`src/rtl/cmp_irq_pkg.sv`:
```
package cmp_irq_pkg;
    localparam int REG_W    = 8;
    localparam int PIN_W    = 6;
    localparam int FLAG_BIT = 4;
    localparam int IE_BIT   = 3;

    typedef enum logic [1:0] {
        MODE_TOGGLE = 2'b00,
        MODE_RSVD   = 2'b01,
        MODE_FALL   = 2'b10,
        MODE_RISE   = 2'b11
    } trig_mode_e;

    typedef enum logic {
        LVL_LOW,
        LVL_HIGH
    } lvl_state_e;

    typedef enum logic {
        FLG_CLEAR,
        FLG_PENDING
    } flag_state_e;
endpackage

```
`src/rtl/cmp_sync.sv`:
```
module cmp_sync #(
    parameter int STAGES = 2
) (
    input  logic clk,
    input  logic rst_n,
    input  logic d_async,
    output logic q_sync
);
    logic [STAGES-1:0] chain;

    generate
        for (genvar i = 0; i < STAGES; i++) begin : g_stage
            if (i == 0) begin : g_first
                always_ff @(posedge clk or negedge rst_n) begin
                    if (!rst_n) chain[0] <= 1'b0;
                    else        chain[0] <= d_async;
                end
            end else begin : g_next
                always_ff @(posedge clk or negedge rst_n) begin
                    if (!rst_n) chain[i] <= 1'b0;
                    else        chain[i] <= chain[i-1];
                end
            end
        end
    endgenerate

    assign q_sync = chain[STAGES-1];
endmodule

```
`src/rtl/cmp_edge_fsm.sv`:
```
module cmp_edge_fsm
    import cmp_irq_pkg::*;
(
    input  logic       clk,
    input  logic       rst_n,
    input  logic       lvl_sync,
    input  trig_mode_e mode,
    output logic       evt
);
    lvl_state_e state_q, state_d;
    logic       tracked;

    // Falling mode tracks the inverted level, so every mode except
    // toggle reduces to a rise of the tracked level.
    assign tracked = (mode == MODE_FALL) ? ~lvl_sync : lvl_sync;

    always_comb begin
        state_d = tracked ? LVL_HIGH : LVL_LOW;
    end

    always_ff @(posedge clk or negedge rst_n) begin
        if (!rst_n) state_q <= LVL_LOW;
        else        state_q <= state_d;
    end

    always_comb begin
        evt = 1'b0;
        unique case (state_q)
            LVL_LOW:  evt = tracked && (mode != MODE_RSVD);
            LVL_HIGH: evt = !tracked && (mode == MODE_TOGGLE);
            default:  evt = 1'b0;
        endcase
    end
endmodule

```
`src/rtl/cmp_flag_fsm.sv`:
```
module cmp_flag_fsm
    import cmp_irq_pkg::*;
(
    input  logic clk,
    input  logic rst_n,
    input  logic evt,
    input  logic clr_wr,
    input  logic ack,
    input  logic ie,
    input  logic gie,
    output logic flag,
    output logic irq
);
    flag_state_e state_q, state_d;

    always_comb begin
        state_d = state_q;
        unique case (state_q)
            FLG_CLEAR:   if (evt) state_d = FLG_PENDING;
            FLG_PENDING: if (!evt && (clr_wr || ack)) state_d = FLG_CLEAR;
            default:     state_d = FLG_CLEAR;
        endcase
    end

    always_ff @(posedge clk or negedge rst_n) begin
        if (!rst_n) state_q <= FLG_CLEAR;
        else        state_q <= state_d;
    end

    always_comb begin
        flag = (state_q == FLG_PENDING);
        irq  = flag && ie && gie;
    end
endmodule

```
`src/rtl/cmp_regs.sv`:
```
module cmp_regs
    import cmp_irq_pkg::*;
(
    input  logic             clk,
    input  logic             rst_n,
    input  logic             wr_en,
    input  logic             reg_sel,
    input  logic [REG_W-1:0] wr_data,
    input  logic             flag,
    input  logic [PIN_W-1:0] pin_raw,
    output trig_mode_e       mode,
    output logic             ie,
    output logic             clr_wr,
    output logic [PIN_W-1:0] dis,
    output logic [REG_W-1:0] rd_data,
    output logic [PIN_W-1:0] pin_rd
);
    localparam int DIS_PAD = REG_W - PIN_W;

    logic wr_ctrl, wr_dis;

    assign wr_ctrl = wr_en && !reg_sel;
    assign wr_dis  = wr_en &&  reg_sel;
    assign clr_wr  = wr_ctrl && wr_data[FLAG_BIT];

    always_ff @(posedge clk or negedge rst_n) begin
        if (!rst_n) begin
            mode <= MODE_TOGGLE;
            ie   <= 1'b0;
        end else if (wr_ctrl) begin
            mode <= trig_mode_e'(wr_data[1:0]);
            ie   <= wr_data[IE_BIT];
        end
    end

    always_ff @(posedge clk or negedge rst_n) begin
        if (!rst_n)      dis <= '0;
        else if (wr_dis) dis <= wr_data[PIN_W-1:0];
    end

    always_comb begin
        rd_data = '0;
        if (reg_sel) begin
            rd_data = {{DIS_PAD{1'b0}}, dis};
        end else begin
            rd_data[FLAG_BIT] = flag;
            rd_data[IE_BIT]   = ie;
            rd_data[1:0]      = mode;
        end
    end

    generate
        for (genvar i = 0; i < PIN_W; i++) begin : g_gate
            assign pin_rd[i] = pin_raw[i] & ~dis[i];
        end
    endgenerate
endmodule

```
`src/rtl/cmp_irq_ctrl.sv`:
```
module cmp_irq_ctrl
    import cmp_irq_pkg::*;
#(
    parameter int SYNC_STAGES = 2
) (
    input  logic             clk,
    input  logic             rst_n,
    input  logic             cmp_out,
    input  logic             wr_en,
    input  logic             reg_sel,
    input  logic [REG_W-1:0] wr_data,
    output logic [REG_W-1:0] rd_data,
    input  logic             global_ie,
    input  logic             vec_ack,
    output logic             irq,
    input  logic [PIN_W-1:0] pin_raw,
    output logic [PIN_W-1:0] pin_rd
);
    logic             lvl_sync;
    logic             evt;
    logic             flag;
    logic             ie;
    logic             clr_wr;
    trig_mode_e       mode;
    logic [PIN_W-1:0] dis;

    cmp_sync #(.STAGES(SYNC_STAGES)) u_sync (
        .clk     (clk),
        .rst_n   (rst_n),
        .d_async (cmp_out),
        .q_sync  (lvl_sync)
    );

    cmp_edge_fsm u_edge (
        .clk      (clk),
        .rst_n    (rst_n),
        .lvl_sync (lvl_sync),
        .mode     (mode),
        .evt      (evt)
    );

    cmp_flag_fsm u_flag (
        .clk    (clk),
        .rst_n  (rst_n),
        .evt    (evt),
        .clr_wr (clr_wr),
        .ack    (vec_ack),
        .ie     (ie),
        .gie    (global_ie),
        .flag   (flag),
        .irq    (irq)
    );

    cmp_regs u_regs (
        .clk     (clk),
        .rst_n   (rst_n),
        .wr_en   (wr_en),
        .reg_sel (reg_sel),
        .wr_data (wr_data),
        .flag    (flag),
        .pin_raw (pin_raw),
        .mode    (mode),
        .ie      (ie),
        .clr_wr  (clr_wr),
        .dis     (dis),
        .rd_data (rd_data),
        .pin_rd  (pin_rd)
    );
endmodule

```
`config.mk`:
```
export PLATFORM = sky130hd
export DESIGN_NAME = cmp_irq_ctrl
export DESIGN_NICKNAME = d
export VERILOG_FILES = /design/src/rtl/cmp_irq_pkg.sv /design/src/rtl/cmp_sync.sv /design/src/rtl/cmp_edge_fsm.sv /design/src/rtl/cmp_flag_fsm.sv /design/src/rtl/cmp_regs.sv /design/src/rtl/cmp_irq_ctrl.sv
export SDC_FILE = /design/constraint.sdc
export NUM_CORES = 1
export LEC_CHECK = 0
export BUFFER_PORTS_ARGS = -buffer_cell sky130_fd_sc_hd__buf_4
export CAP_MARGIN = 20
export CELL_PAD_IN_SITES_DETAIL_PLACEMENT = 1
export CELL_PAD_IN_SITES_GLOBAL_PLACEMENT = 1
export CORE_MARGIN = 4
export CORE_UTILIZATION = 30
export DETAILED_ROUTE_END_ITERATION = 8
export GPL_TIMING_DRIVEN = 1
export PLACE_DENSITY_LB_ADDON = 0.05
export SLEW_MARGIN = 20
export SYNTH_ARGS = -nofsm -noshare
export SYNTH_HDL_FRONTEND = slang
export SYNTH_SLANG_ARGS = --single-unit
```
`constraint.sdc`:
```
create_clock -name clk -period 1.2 [get_ports clk]
set_input_delay 0.12 -clock clk [delete_from_list [all_inputs] [get_ports clk]]
set_output_delay 0.12 -clock clk [all_outputs]
set_load 0.02 [all_outputs]
```
# After elaboration in Yosys (flattened, before gate mapping)
# Index checks and enable logic that the tools add are counted.
# word_totals
reg_bits,13
latchBits,0
ram_bits,0
romBits,0
inputBits,21
out_inout_bits,15
word_cells,47
n_memories,0
# classes
addsub,0
mul,0
n_div,0
n_lt_le_gt_ge,0
n_eq_ne,2
shift,0
mux,10
bitwise,15
reduce_logical,13
# ops
op,n
1-bit inverter,9
1-bit logical AND,8
1-bit AND,6
1-bit two-way mux,6
2-bit two-way mux,2
1-bit one-hot mux with 2 select lines,2
1-bit zero test,3
"2-bit == test, second input constant",1
2-bit zero test,1
"2-bit by 1-bit != test with 1-bit output, second input constant",1
1-bit logical OR,1

# Logic depth before layout (Yosys ltp)
# logic_depth
depth_word,9
mapped_depth,4
mapped_depth_nobuf,3

# Hierarchy
# Synthesis repeated with hierarchy kept, for this count alone.
# hier_totals
cells_unflattened,50
area_unflattened_um2,690.7
# modules_own_cells
module,instances,cells_each,area_each_um2,seq_area_each_um2
cmp_regs,1,37,519.2,225.2
cmp_edge_fsm,1,7,78.8,25.0
cmp_sync,1,2,50.0,50.0
cmp_flag_fsm,1,4,42.5,25.0

# Least setup slack after synthesis
# Ideal clock, no wire load.
# synth_timing
path_kind,reg-to-reg
startpoint,register u_regs.mode[1]
endpoint,register u_flag.state_q (netlist: u_flag.flag)
setup_time_ns,0.124
arrival_time_ns,0.900
t_required_ns,1.076
slack_ns,0.176
stages_incl_launch_ff,4
path_buffers,0
synth_period_minus_slack_ns,1.024
path_cell_list,dfrtp_1 > xnor2_1 > o21ai_0 > a211o_1
# synth_via
elab_chain_len,9
word_cells_on_any_way,13
cone_classes,eq/ne (2); mux (5); reduce/logical (6)
# synth_rtl
item,line_no,source
"start, declared",cmp_regs.sv:11,"output trig_mode_e mode,"
"start signal, assigned",cmp_regs.sv:31,mode <= trig_mode_e'(wr_data[1:0]);
2-bit == test,cmp_edge_fsm.sv:15,assign tracked = (mode == MODE_FALL) ? ~lvl_sync : lvl_sync;
1-bit two-way mux,cmp_edge_fsm.sv:15,
1-bit zero test,cmp_edge_fsm.sv:30,LVL_HIGH: evt = !tracked && (mode == MODE_TOGGLE);
1-bit logical AND,cmp_edge_fsm.sv:30,
1-bit one-hot mux with 2 select lines *,cmp_edge_fsm.sv:28,unique case (state_q)
1-bit zero test,cmp_flag_fsm.sv:20,FLG_PENDING: if (!evt && (clr_wr || ack)) state_d = FLG_CLEAR;
1-bit logical AND,cmp_flag_fsm.sv:20,
1-bit two-way mux,cmp_flag_fsm.sv:20,
1-bit one-hot mux with 2 select lines *,cmp_flag_fsm.sv:18,unique case (state_q)
via u_flag.state_d,cmp_flag_fsm.sv:14,"flag_state_e state_q, state_d;"
"end signal, assigned",cmp_flag_fsm.sv:27,else state_q <= state_d;
"end, declared",cmp_flag_fsm.sv:14,
# The timed path passes the listed nets; every way through them passes the cells marked *.
# A chain may end at the register's enable or synchronous reset.

# Worst setup path in the final report
# layout_timing
startpoint,register u_regs.ie
endpoint,output port rd_data[3]
# layout_via
elab_chain_len,1
# layout_rtl
item,line_no,source
"start, declared",cmp_regs.sv:12,"output logic ie,"
"start signal, assigned",cmp_regs.sv:32,ie <= wr_data[IE_BIT];
2-bit two-way mux,cmp_regs.sv:43,if (reg_sel) begin
"end, declared",cmp_irq_ctrl.sv:12,"output logic [REG_W-1:0] rd_data,"
# Every way passes these cells.

==> run metrics <==
Vias 515; antenna cell count 0; Slew Limit Fails 0; global-route layer with the greatest usage met2; Critical Path RT 1.08 ns; GR Util met1 about an eighth; minimum clock period 1.20 ns; Yosys warning count 0; cell accounting for the most synthesized area dfrtp_1; post-layout util 50.7%; hold path startpoint wr_data[2]; Syn Inst Count 51; gp weighted congestion 0.721; Syn Area/Cell 12.6 sq um; initial cell density of the core 32.1%; flop-to-flop setup slack 0.05 ns; WL per Instance 12.6 um; Sequential Area about 330 sq um; hold path endpoint u_regs.dis[2]$_DFFE_PN0P_; vias per inst 4.40; # DRC 0; CTS tree yes; largest net degree at the start of global routing 14; Critical Path Start Type flop; Multi-input gate area 313 sq um; Area growth, synth to finish 58.1%; most frequent cells in the layout buf_4, dfrtp_1, mux2_2; Synth cell types 18; share of layout cells above drive strength 1 61.1%; Leak Pwr 0.496 nW; Clock transition at path regs ~0.070 ns; Setup Skew 0.00138 ns; total CTS buffers 3; RR Startpoint u_regs.mode[1]$_DFFE_PN0N_; maximum clock frequency 0.833 GHz; Pwr Density 1270 nW/um^2; H-Tree Depth 1; failing checks setup timing; fin cells ~120; Final Hold Viols 0; Max Cap Viol 0; nets 112; part of the Yosys area used for sequential elements 50.7%; Post-synth EDFFs 0; CP arrival 1.08 ns; gr ovfl total 0; global-route wire length before repair 2180 um; Clock Tree Root clkbuf_4; maximum VDD drop 905 uV; site row count 16; Max clock buf depth 2; CP Capture Type output port; most common cell after layout, fill and taps aside buf_4; Fill cells about 220; WS Path Type reg2out; CORE AREA 2000 sq um; Seq cells post-synth 13; synthesized area 642 sq um; Final Setup Violations 1; Most used DFF post-synth dfrtp_1; GR Util met3 between 5 and 6%; status finished, violations left; boundary pin count 36; ranking of synthesized cells by area dfrtp_1, mux2_2, nor2b_1; initial antenna violation count 0; DIE AREA 2940 sq um; 1st-pass router iterations 2; FF-to-FF End u_flag.flag$_DFF_PN0_; Die Y between 50 and 60 um; gr usage total 10.5%; Final WS setup -0.00115 ns; clock tree sinks 13; placed cells 107; clock latency on the worst-skew pair 0.27 ns; unrepaired setup endpoints after global routing yes; Crit Path Max Fanout 3; ANT nets after route 0; Hold Path Stages 2; post-synthesis async set-or-reset flop share 100%; share of the synthesized area in the top cell type 50.7%; setup TNS -0.00115 ns; Initial DRC Count 1; Die Width 54.3 um; vias in the first global route 511; final WL 1470 um; Hold Crit Class in2reg; met2 usage 17.3%; IO Port Bufs 31; post-DP HPWL 1130 um; period utilization 100%; Reg2Reg Depth 4
==> where the power goes <==
group          total, mW  switching (mW)  internal [mW]
registers          0.546          0.0426          0.503
logic              0.477           0.201          0.276
clock network      0.264           0.135          0.129
==> what timing repair did <==
| item | CTS | global route |
|---|---|---|
| hold buffers | 2 | 0 |
| setup endpoints to repair | 4 | 7 |
| gates resized for setup | 4 | 9 |
| endpoints found under the hold margin | 14 | 0 |
| buffers inserted | 4 | 0 |
==> sequential cells by signal (all words and copies together), names as in the netlist <==
register	flops
u_sync.chain	1
u_regs.mode	2
u_sync.q_sync	1
u_regs.dis	6
u_flag.flag	1
u_edge.state_q	1
u_regs.ie	1
==> per-stage QoR <==
| stage | hold WS (ns) | instance area, sq um | power [mW] | setup slack [ns] |
|---|---|---|---|---|
| CTS | 0.0637 | 977 | 1.28 | -0.0163 |
| detailed placement | -0.0260 | 886 | 0.946 | 0.0978 |
| finish | 0.0761 | 1010 | 1.29 | -0.00115 |
| global route | 0.0570 | 1010 | 1.38 | -0.0598 |
| floorplan | -0.176 | 646 | 0.780 | 0.176 |
| global placement | -0.0236 | 886 | 0.941 | 0.131 |
==> layout make-up <==
type	count	area share, %
flip-flops and latches	13	32.1
multi-input cells	35	30.8
repair buffers	37	30.8
well taps	27	3.33
clock buffers	4	2.59
inverters	1	0.370
==> routing by layer <==
layer	part of all wire [%]	wire [um]	vias to the layer above
li1	-	-	248
met2	48	711	27
met5	0	0	-
met4	0	0	0
met1	37	544	240
met3	15	217	0
==> critical path: stages, from the launching register on <==
cell	delay, ns
dfrtp_1	0.40
mux2_4	0.28
buf_6	0.13
==> kinds of logic (layout without fill, tap and decap cells) <==
kind of cell    after synthesis  in the layout  share of synthesized area [%]
compound gates                3              3                           2.92
xor+xnor                      2              2                           2.73
buf+inv                       4             42                           4.68
flops                        13             13                           50.7
mux                          13             13                           22.8
other cells                   1              2                          0.584
simple gates                 15             15                           15.6
==> worst max-delay path by stage <==
stage | start | cells after the start | slack [ns] | end
2_1_floorplan | u_regs.mode[1]$_DFFE_PN0N_ | 3 | 0.18 | u_flag.flag$_DFF_PN0_
3_3_place_gp | u_regs.mode[1]$_DFFE_PN0N_ | 3 | 0.13 | u_flag.flag$_DFF_PN0_
3_5_place_dp | u_regs.mode[1]$_DFFE_PN0N_ | 3 | 0.1 | u_flag.flag$_DFF_PN0_
4_1_cts | u_flag.flag$_DFF_PN0_ | 2 | -0.02 | rd_data[4]
5_1_grt | u_flag.flag$_DFF_PN0_ | 2 | -0.06 | rd_data[4]
6_report | u_regs.ie$_DFFE_PN0N_ | 2 | -0.001 | rd_data[3]
==> cells in the mapped netlist (2+ instances only) <==
| cell | count |
|---|---|
| dfrtp_1 | 13 |
| mux2_2 | 13 |
| nor2b_1 | 6 |
| and2_1 | 2 |
| buf_4 | 2 |
| nand2b_1 | 2 |
| xnor2_1 | 2 |
Note: power is estimated with default switching activity, not from simulation.
